--- src/rtl/hdf_pkg.sv ---
package hdf_pkg;
  localparam int SYM_W    = 8;
  localparam int MAX_LEN  = 16;
  localparam int SYMS     = 4;
  localparam int INSTR_W  = SYM_W * SYMS;

  typedef logic [16:0] ctab_t [0:MAX_LEN];

  typedef enum logic [1:0] {ST_IDLE, ST_DEC, ST_HOLD} hdf_state_e;

  // number of codewords of a given length
  function automatic logic [16:0] len_count(input int len);
    if (len >= 2 && len <= 14 && (len % 2) == 0) return 17'(1 << (len / 2 - 1));
    if (len == MAX_LEN) return 17'd129;
    return 17'd0;
  endfunction

  function automatic ctab_t calc_count();
    ctab_t t;
    for (int l = 0; l <= MAX_LEN; l++) t[l] = len_count(l);
    return t;
  endfunction

  // smallest code value of each length
  function automatic ctab_t calc_first();
    ctab_t t;
    t[0] = '0;
    t[1] = '0;
    for (int l = 2; l <= MAX_LEN; l++) t[l] = (t[l-1] + len_count(l-1)) << 1;
    return t;
  endfunction

  // symbol value carried by the smallest code of each length
  function automatic ctab_t calc_base();
    ctab_t t;
    t[0] = '0;
    t[1] = '0;
    for (int l = 2; l <= MAX_LEN; l++) t[l] = t[l-1] + len_count(l-1);
    return t;
  endfunction

  localparam ctab_t CNT_T   = calc_count();
  localparam ctab_t FIRST_T = calc_first();
  localparam ctab_t BASE_T  = calc_base();
endpackage

--- src/rtl/hdf_bitsrc.sv ---
module hdf_bitsrc #(
  parameter int BADDR_W = 12
) (
  input  logic               clk,
  input  logic               rst_n,
  input  logic               restart,
  input  logic [BADDR_W-1:0] restart_byte,
  input  logic               active,
  output logic [BADDR_W-1:0] mem_addr,
  input  logic [7:0]         mem_data,
  output logic               bit_ok,
  output logic               bit_val
);
  logic [BADDR_W-1:0] byte_ptr;
  logic [7:0]         sreg;
  logic [3:0]         nbits;

  assign mem_addr = byte_ptr;
  assign bit_ok   = active && (nbits != 4'd0);
  assign bit_val  = sreg[7];

  always_ff @(posedge clk) begin
    if (!rst_n) begin
      byte_ptr <= '0;
      sreg     <= '0;
      nbits    <= '0;
    end else if (restart) begin
      byte_ptr <= restart_byte;
      nbits    <= '0;
    end else if (active && nbits == 4'd0) begin
      sreg     <= mem_data;
      nbits    <= 4'd8;
      byte_ptr <= byte_ptr + 1'b1;
    end else if (bit_ok) begin
      sreg     <= {sreg[6:0], 1'b0};
      nbits    <= nbits - 1'b1;
    end
  end
endmodule

--- src/rtl/hdf_symdec.sv ---
module hdf_symdec
  import hdf_pkg::*;
(
  input  logic             clk,
  input  logic             rst_n,
  input  logic             clear,
  input  logic             bit_ok,
  input  logic             bit_val,
  output logic             sym_ok,
  output logic [SYM_W-1:0] sym
);
  logic [15:0] code_q;
  logic [4:0]  len_q;
  logic [16:0] ncode;
  logic [4:0]  nlen;
  logic        hit;

  always_comb begin
    ncode  = {code_q, bit_val};
    nlen   = len_q + 5'd1;
    hit    = (ncode >= FIRST_T[nlen]) && (ncode < FIRST_T[nlen] + CNT_T[nlen]);
    sym    = hit ? SYM_W'(BASE_T[nlen] + (ncode - FIRST_T[nlen])) : '0;
    sym_ok = bit_ok && (hit || nlen == 5'(MAX_LEN));
  end

  always_ff @(posedge clk) begin
    if (!rst_n || clear) begin
      code_q <= '0;
      len_q  <= '0;
    end else if (bit_ok) begin
      if (sym_ok) begin
        code_q <= '0;
        len_q  <= '0;
      end else begin
        code_q <= ncode[15:0];
        len_q  <= nlen;
      end
    end
  end
endmodule

--- src/rtl/huff_fetch_decomp.sv ---
module huff_fetch_decomp
  import hdf_pkg::*;
#(
  parameter int WADDR_W    = 10,
  parameter int BADDR_W    = 12,
  parameter int LINE_WORDS = 4,
  localparam int LINE_SH   = $clog2(LINE_WORDS),
  localparam int LIDX_W    = WADDR_W - LINE_SH
) (
  input  logic               clk,
  input  logic               rst_n,
  input  logic               req_valid,
  output logic               req_ready,
  input  logic [WADDR_W-1:0] req_addr,
  input  logic               req_jump,
  input  logic               req_loop,
  output logic [LIDX_W-1:0]  lat_line,
  input  logic [BADDR_W-1:0] lat_byte,
  output logic [BADDR_W-1:0] mem_addr,
  input  logic [7:0]         mem_data,
  output logic               out_valid,
  input  logic               out_ready,
  output logic [31:0]        out_instr
);
  localparam int CNT_W = $clog2(SYMS);
  localparam logic [WADDR_W-1:0] LMASK = WADDR_W'(LINE_WORDS - 1);

  hdf_state_e         state;
  logic [CNT_W-1:0]   scnt;
  logic [INSTR_W-1:0] word_q;
  logic               accept, go, restart, line_start;
  logic               bit_ok, bit_val, sym_ok;
  logic [SYM_W-1:0]   sym;

  assign req_ready  = (state == ST_IDLE);
  assign accept     = req_valid && req_ready;
  assign go         = accept && !req_loop;
  assign line_start = ((req_addr & LMASK) == '0);
  assign restart    = go && (req_jump || line_start);
  assign lat_line   = LIDX_W'(req_addr >> LINE_SH);
  assign out_valid  = (state == ST_HOLD);
  assign out_instr  = word_q;

  hdf_bitsrc #(.BADDR_W(BADDR_W)) i_bitsrc (
    .clk          (clk),
    .rst_n        (rst_n),
    .restart      (restart),
    .restart_byte (lat_byte),
    .active       (state == ST_DEC),
    .mem_addr     (mem_addr),
    .mem_data     (mem_data),
    .bit_ok       (bit_ok),
    .bit_val      (bit_val)
  );

  hdf_symdec i_symdec (
    .clk     (clk),
    .rst_n   (rst_n),
    .clear   (go),
    .bit_ok  (bit_ok),
    .bit_val (bit_val),
    .sym_ok  (sym_ok),
    .sym     (sym)
  );

  always_ff @(posedge clk) begin
    if (!rst_n) begin
      state  <= ST_IDLE;
      scnt   <= '0;
      word_q <= '0;
    end else begin
      case (state)
        ST_IDLE: if (go) begin
          state <= ST_DEC;
          scnt  <= '0;
        end
        ST_DEC: if (sym_ok) begin
          word_q <= {word_q[INSTR_W-SYM_W-1:0], sym};
          scnt   <= scnt + 1'b1;
          if (scnt == CNT_W'(SYMS - 1)) state <= ST_HOLD;
        end
        ST_HOLD: if (out_ready) state <= ST_IDLE;
        default: state <= ST_IDLE;
      endcase
    end
  end
endmodule

--- config.mk ---
export PLATFORM = sky130hd
export DESIGN_NAME = huff_fetch_decomp
export DESIGN_NICKNAME = d
export VERILOG_FILES = /design/src/rtl/hdf_pkg.sv /design/src/rtl/hdf_bitsrc.sv /design/src/rtl/hdf_symdec.sv /design/src/rtl/huff_fetch_decomp.sv
export SDC_FILE = /design/constraint.sdc
export NUM_CORES = 1
export LEC_CHECK = 0
export CAP_MARGIN = 0
export CORE_MARGIN = 2
export CORE_UTILIZATION = 40
export CTS_CLUSTER_SIZE = 24
export DETAILED_ROUTE_END_ITERATION = 7
export PLACE_DENSITY_LB_ADDON = 0.1
export SLEW_MARGIN = 15
export SYNTH_ARGS = -nofsm -noshare
export SYNTH_HDL_FRONTEND = slang
export SYNTH_SLANG_ARGS = --single-unit
--- constraint.sdc ---
create_clock -name clk -period 7.62 [get_ports clk]
set_input_delay 0.762 -clock clk [delete_from_list [all_inputs] [get_ports clk]]
set_output_delay 0.762 -clock clk [all_outputs]
set_load 0.02 [all_outputs]
==> results of run 1 <==
==> cells in the final DEF, fill, tap and decap left out, drive strengths merged, types with 4 or more instances in the layout <==
cell type / n
ha: 51
nor2b: 6
a211oi: 18
buf: 12
nor4: 13
clkbuf: 13
a31oi: 17
and2: 4
a21o: 4
xnor2: 13
a21oi: 32
nand3: 45
nand4: 10
a41oi: 9
inv: 25
o22a: 7
nor2: 59
dfxtp: 81
clkdlybuf4s50: 72
mux2i: 8
nand2: 53
and3: 9
xor2: 10
nor3: 24
or3: 21
fa: 7
o21ai: 27
a22o: 17
o211ai: 22
==> path summary, 6_finish.rpt <==
| kind | cells past startpoint | slack [ns] | end | startpoint |
|---|---|---|---|---|
| max reg2reg | 22 | 0.99 | i_symdec.code_q[14] | i_symdec.len_q[0] |
| max | 22 | 0.99 | i_symdec.code_q[14] | i_symdec.len_q[0] |
| min | 2 | 0.46 | i_bitsrc.sreg[0] | i_bitsrc.sreg[0] |
| min reg2reg | 2 | 0.46 | i_bitsrc.sreg[0] | i_bitsrc.sreg[0] |
==> layer usage <==
metal	global-route usage [%]	up-vias
met1	28.56	2475
met4	5.029	0
met5	0	-
met2	33.78	100
li1	-	2605
met3	4.652	15
==> state kept, by name, summed over array words and instances, names as in the netlist <==
register,flops
i_bitsrc.mem_addr,12
i_bitsrc.nbits,4
i_symdec.len_q,5
i_symdec.code_q,16
i_bitsrc.sreg,8
state,2
scnt,2
out_instr,32
==> power groups by stage <==
stage	combinational (mW)	sequential, mW	clock (mW)
2_1_floorplan	0.0583	0.457	0
3_3_place_gp	0.0966	0.453	0
3_5_place_dp	0.0979	0.453	0
4_1_cts	0.0983	0.444	0.454
5_1_grt	0.107	0.445	0.475
6_report	0.0977	0.444	0.443
==> tightest hold or removal path, stage by stage (launching register included) <==
cell     delay (ns)
dfxtp_1        0.31
nand2_1        0.05
a21oi_1        0.05
==> area by class of cell <==
| type | instances | area [sq um] |
|---|---|---|
| fillers | 1312 | 6751 |
| multi-input cells | 521 | 3555 |
| flip-flops and latches | 81 | 1622 |
| repair buffers | 84 | 808.3 |
| clock buffers | 13 | 260.3 |
| well taps | 176 | 220.2 |
| inverters | 25 | 93.84 |
| clock inverters | 2 | 37.54 |
==> cells in the mapped netlist (all sizes together) (10+ instances only) <==
cell / count
a21oi: 32
nor3: 24
or3: 21
nor4: 13
a31oi: 17
nand4: 10
buf: 17
nand2: 53
inv: 25
dfxtp: 81
ha: 51
o211ai: 22
xnor2: 13
o21ai: 27
nor2: 59
nand3: 45
xor2: 10
clkbuf: 35
a211oi: 18
a22o: 17
==> stage by stage <==
step	total power [mW]	utilization (%)	hold WS (ns)
2_1_floorplan	0.5157	-	0.4312
3_3_place_gp	0.5495	47.16	0.4448
3_5_place_dp	0.5509	47.16	0.4523
4_1_cts	0.9966	49.39	0.4602
5_1_grt	1.028	49.42	0.4927
6_report	0.9844	49.42	0.4570
==> cells by family after synthesis <==
group	after synthesis
AND/OR/NAND/NOR	257
AO/OA/AOI/OAI	175
flip-flops	81
buffers and inverters	77
adder cells (fa/ha/maj)	58
XOR/XNOR	23
multiplexers	8
==> flow_metrics.py, run 1 <==
metrics = {
    "status": {
        "status": "complete, no violations",
    },
    "drt": {
        "via_count": 5195,
        "drt_first_pass_iters": 5,
        "detail-route-antenna-nets": 0,
        "wl_mm": 14.79,
        "top_layer": "met4",
        "wl_met1_mm": 7.063,
        "route.met3.wl_microns": 596,
        "wl_per_cell_microns": 16.40,
        "first_iter_violations": 469,
        "wl_met2_mm": 6.970,
        "remaining_drc_errors": 0,
        "vias_per_cell": 5.759,
    },
    "power_and_ir_drop": {
        "ir_worst_vdd_v": 0.0001292,
        "clockPowerShare_pct": 45.0,
        "leakage_nw": 2.534,
        "seq_power_share_pct": 45.1,
        "p_sw_mw": 0.2377,
        "p_comb_share_pct": 9.9,
        "internal_power_mw": 0.7466,
        "swShare_pct": 24.15,
        "power.density_nw_per_um2": 149.2,
    },
    "setup_path": {
        "cp_cell_sequence": "ha_1 > nand3_1 > xnor2_2 > inv_1 > and2_1 > nand3_1 > inv_1 > ha_1 > fa_1 > a21o_1 > a21oi_1 > o21bai_1 > a21oi_1 > nor3_1 > a22o_1 > ha_1 > nand4b_1 > nor4_1 > o2111a_1 > or3_4 > and3_1 > a22o_1",
        "cp-end-kind": "flip-flop",
        "arrival_ns": 6.92,
        "critPathMaxFanout": 30,
        "slowest_delay_ns": 0.58,
        "required_ns": 7.90,
        "crit_family": "simple AND/OR/NAND/NOR gates",
        "cp_common_cell": "ha_1",
        "worstSetupStartpointType": "flip-flop",
        "cpMaxStageDelayCell": "and3_1",
        "path_buf_inv": 2,
        "path_class": "reg2reg",
    },
    "yosys": {
        "synth-xor-area-share_pct": 3.794,
        "synth_top_cell_by_area": "dfxtp_1",
        "muxShareOfSynthArea_pct": 1.454,
        "ys_seq_area_share_pct": 29.44,
        "synth_top_area_share_pct": 29.44,
        "synth_top_family_by_area": "simple AND/OR/NAND/NOR gates",
        "async_flop_share_pct": 0,
        "yosysUniqueCellTypes": 55,
        "synth_area_leaders": "dfxtp_1 29%, ha_1 12%, nand3_1 4.1%",
        "synthAdderAreaFrac_pct": 14.13,
        "synth_area_sq_um": 5508,
        "syn_nets": 773,
        "synth_warnings": 0,
        "synth_edf_count": 0,
        "netlist_instances": 679,
        "postSynthAreaPerCell_sq_um": 8.112,
        "synth-compound-area-share_pct": 21.99,
        "synthSimpleGateAreaFrac_pct": 22.88,
        "synth.ff_latch_count": 81,
        "synth_flop_cell": "dfxtp_1",
    },
    "clock_network": {
        "numCtsBuffers": 9,
        "root_buffer": "clkbuf_16",
        "cts_tree": "built",
        "ctsResizeCount": 0,
        "post_cts_buffers": 0,
        "htree_levels": 3,
        "clk_latency_ns": 0.34,
        "cts_hold_buffers": 0,
        "clkTransAtPathRegs_ns": 0.06,
        "cts.sinks": 81,
        "clk_path_buf_depth": 2,
    },
    "global_routing": {
        "antenna_found_initial": 0,
        "grt_pass1_vias": 4855,
        "grt_max_degree": 75,
        "grt_usage_pct": 20.97,
        "grt_overflow_total": 0,
        "grt_first_pass_wirelength_mm": 24.78,
    },
    "place": {
        "gp_congestion": 0.9164,
        "dpl.hpwl_mm": 10.85,
        "io_buffers": 73,
        "placed_cells": 887,
        "dp_worst_setup_slack_ns": 1.075,
        "placed_area_sq_um": 6295,
    },
    "run": {
        "cap_violations": 0,
    },
    "floorplan": {
        "start_util_pct": 41.26,
        "dieHeight_microns": 121.3,
        "die_area_sq_um": 14720,
        "io_pins": 90,
        "rows": 42,
        "die_w_microns": 121.3,
        "coreArea_sq_um": 13350,
    },
    "finish": {
        "nets": 816,
        "design_area_sq_um": 6596,
        "drive_gt1_share_pct": 4.683,
        "final_cell_count_no_fill": 902,
        "num_antenna_cells": 0,
        "syn2layout_area_growth_pct": 19.76,
    },
    "timing": {
        "fmax_ghz": 0.1507,
        "min_period_ns": 6.634,
        "finalSetupTns_ns": 0,
        "max-slew-margin-rel_pct": 37.28,
        "hold_viol": 0,
        "finClkSkew_ns": 0.006810,
        "post-route-period-util_pct": 87.06,
        "maxSlewViolCount": 0,
        "setup_ws_ns": 0.9860,
        "worst_pin_slew_ns": 0.9341,
        "finalSetupViolCount": 0,
        "rsz0062_at_grt": "no",
    },
    "worst_hold_path": {
        "hold_path_class": "reg2reg",
    },
}
Note: power is estimated with default switching activity, not from simulation.
==> inputs of run 2 (changes only) <==
--- a/config.mk
+++ b/config.mk
@@ -15,3 +15,4 @@
 export SYNTH_ARGS = -nofsm -noshare
 export SYNTH_HDL_FRONTEND = slang
 export SYNTH_SLANG_ARGS = --single-unit
+export TNS_END_PERCENT = 5
==> results of run 2 <==
The final DEF is identical to that of run 1; final timing and power are the same.
==> inputs of run 3 (changes only) <==
==> constraint.sdc (replaced) <==
create_clock -name clk -period 7.62 [get_ports clk]
set_input_delay 1.143 -clock clk [delete_from_list [all_inputs] [get_ports clk]]
set_output_delay 1.143 -clock clk [all_outputs]
set_load 0.02 [all_outputs]
==> results of run 3 <==
The final DEF is identical to that of run 1; final timing and power are the same.
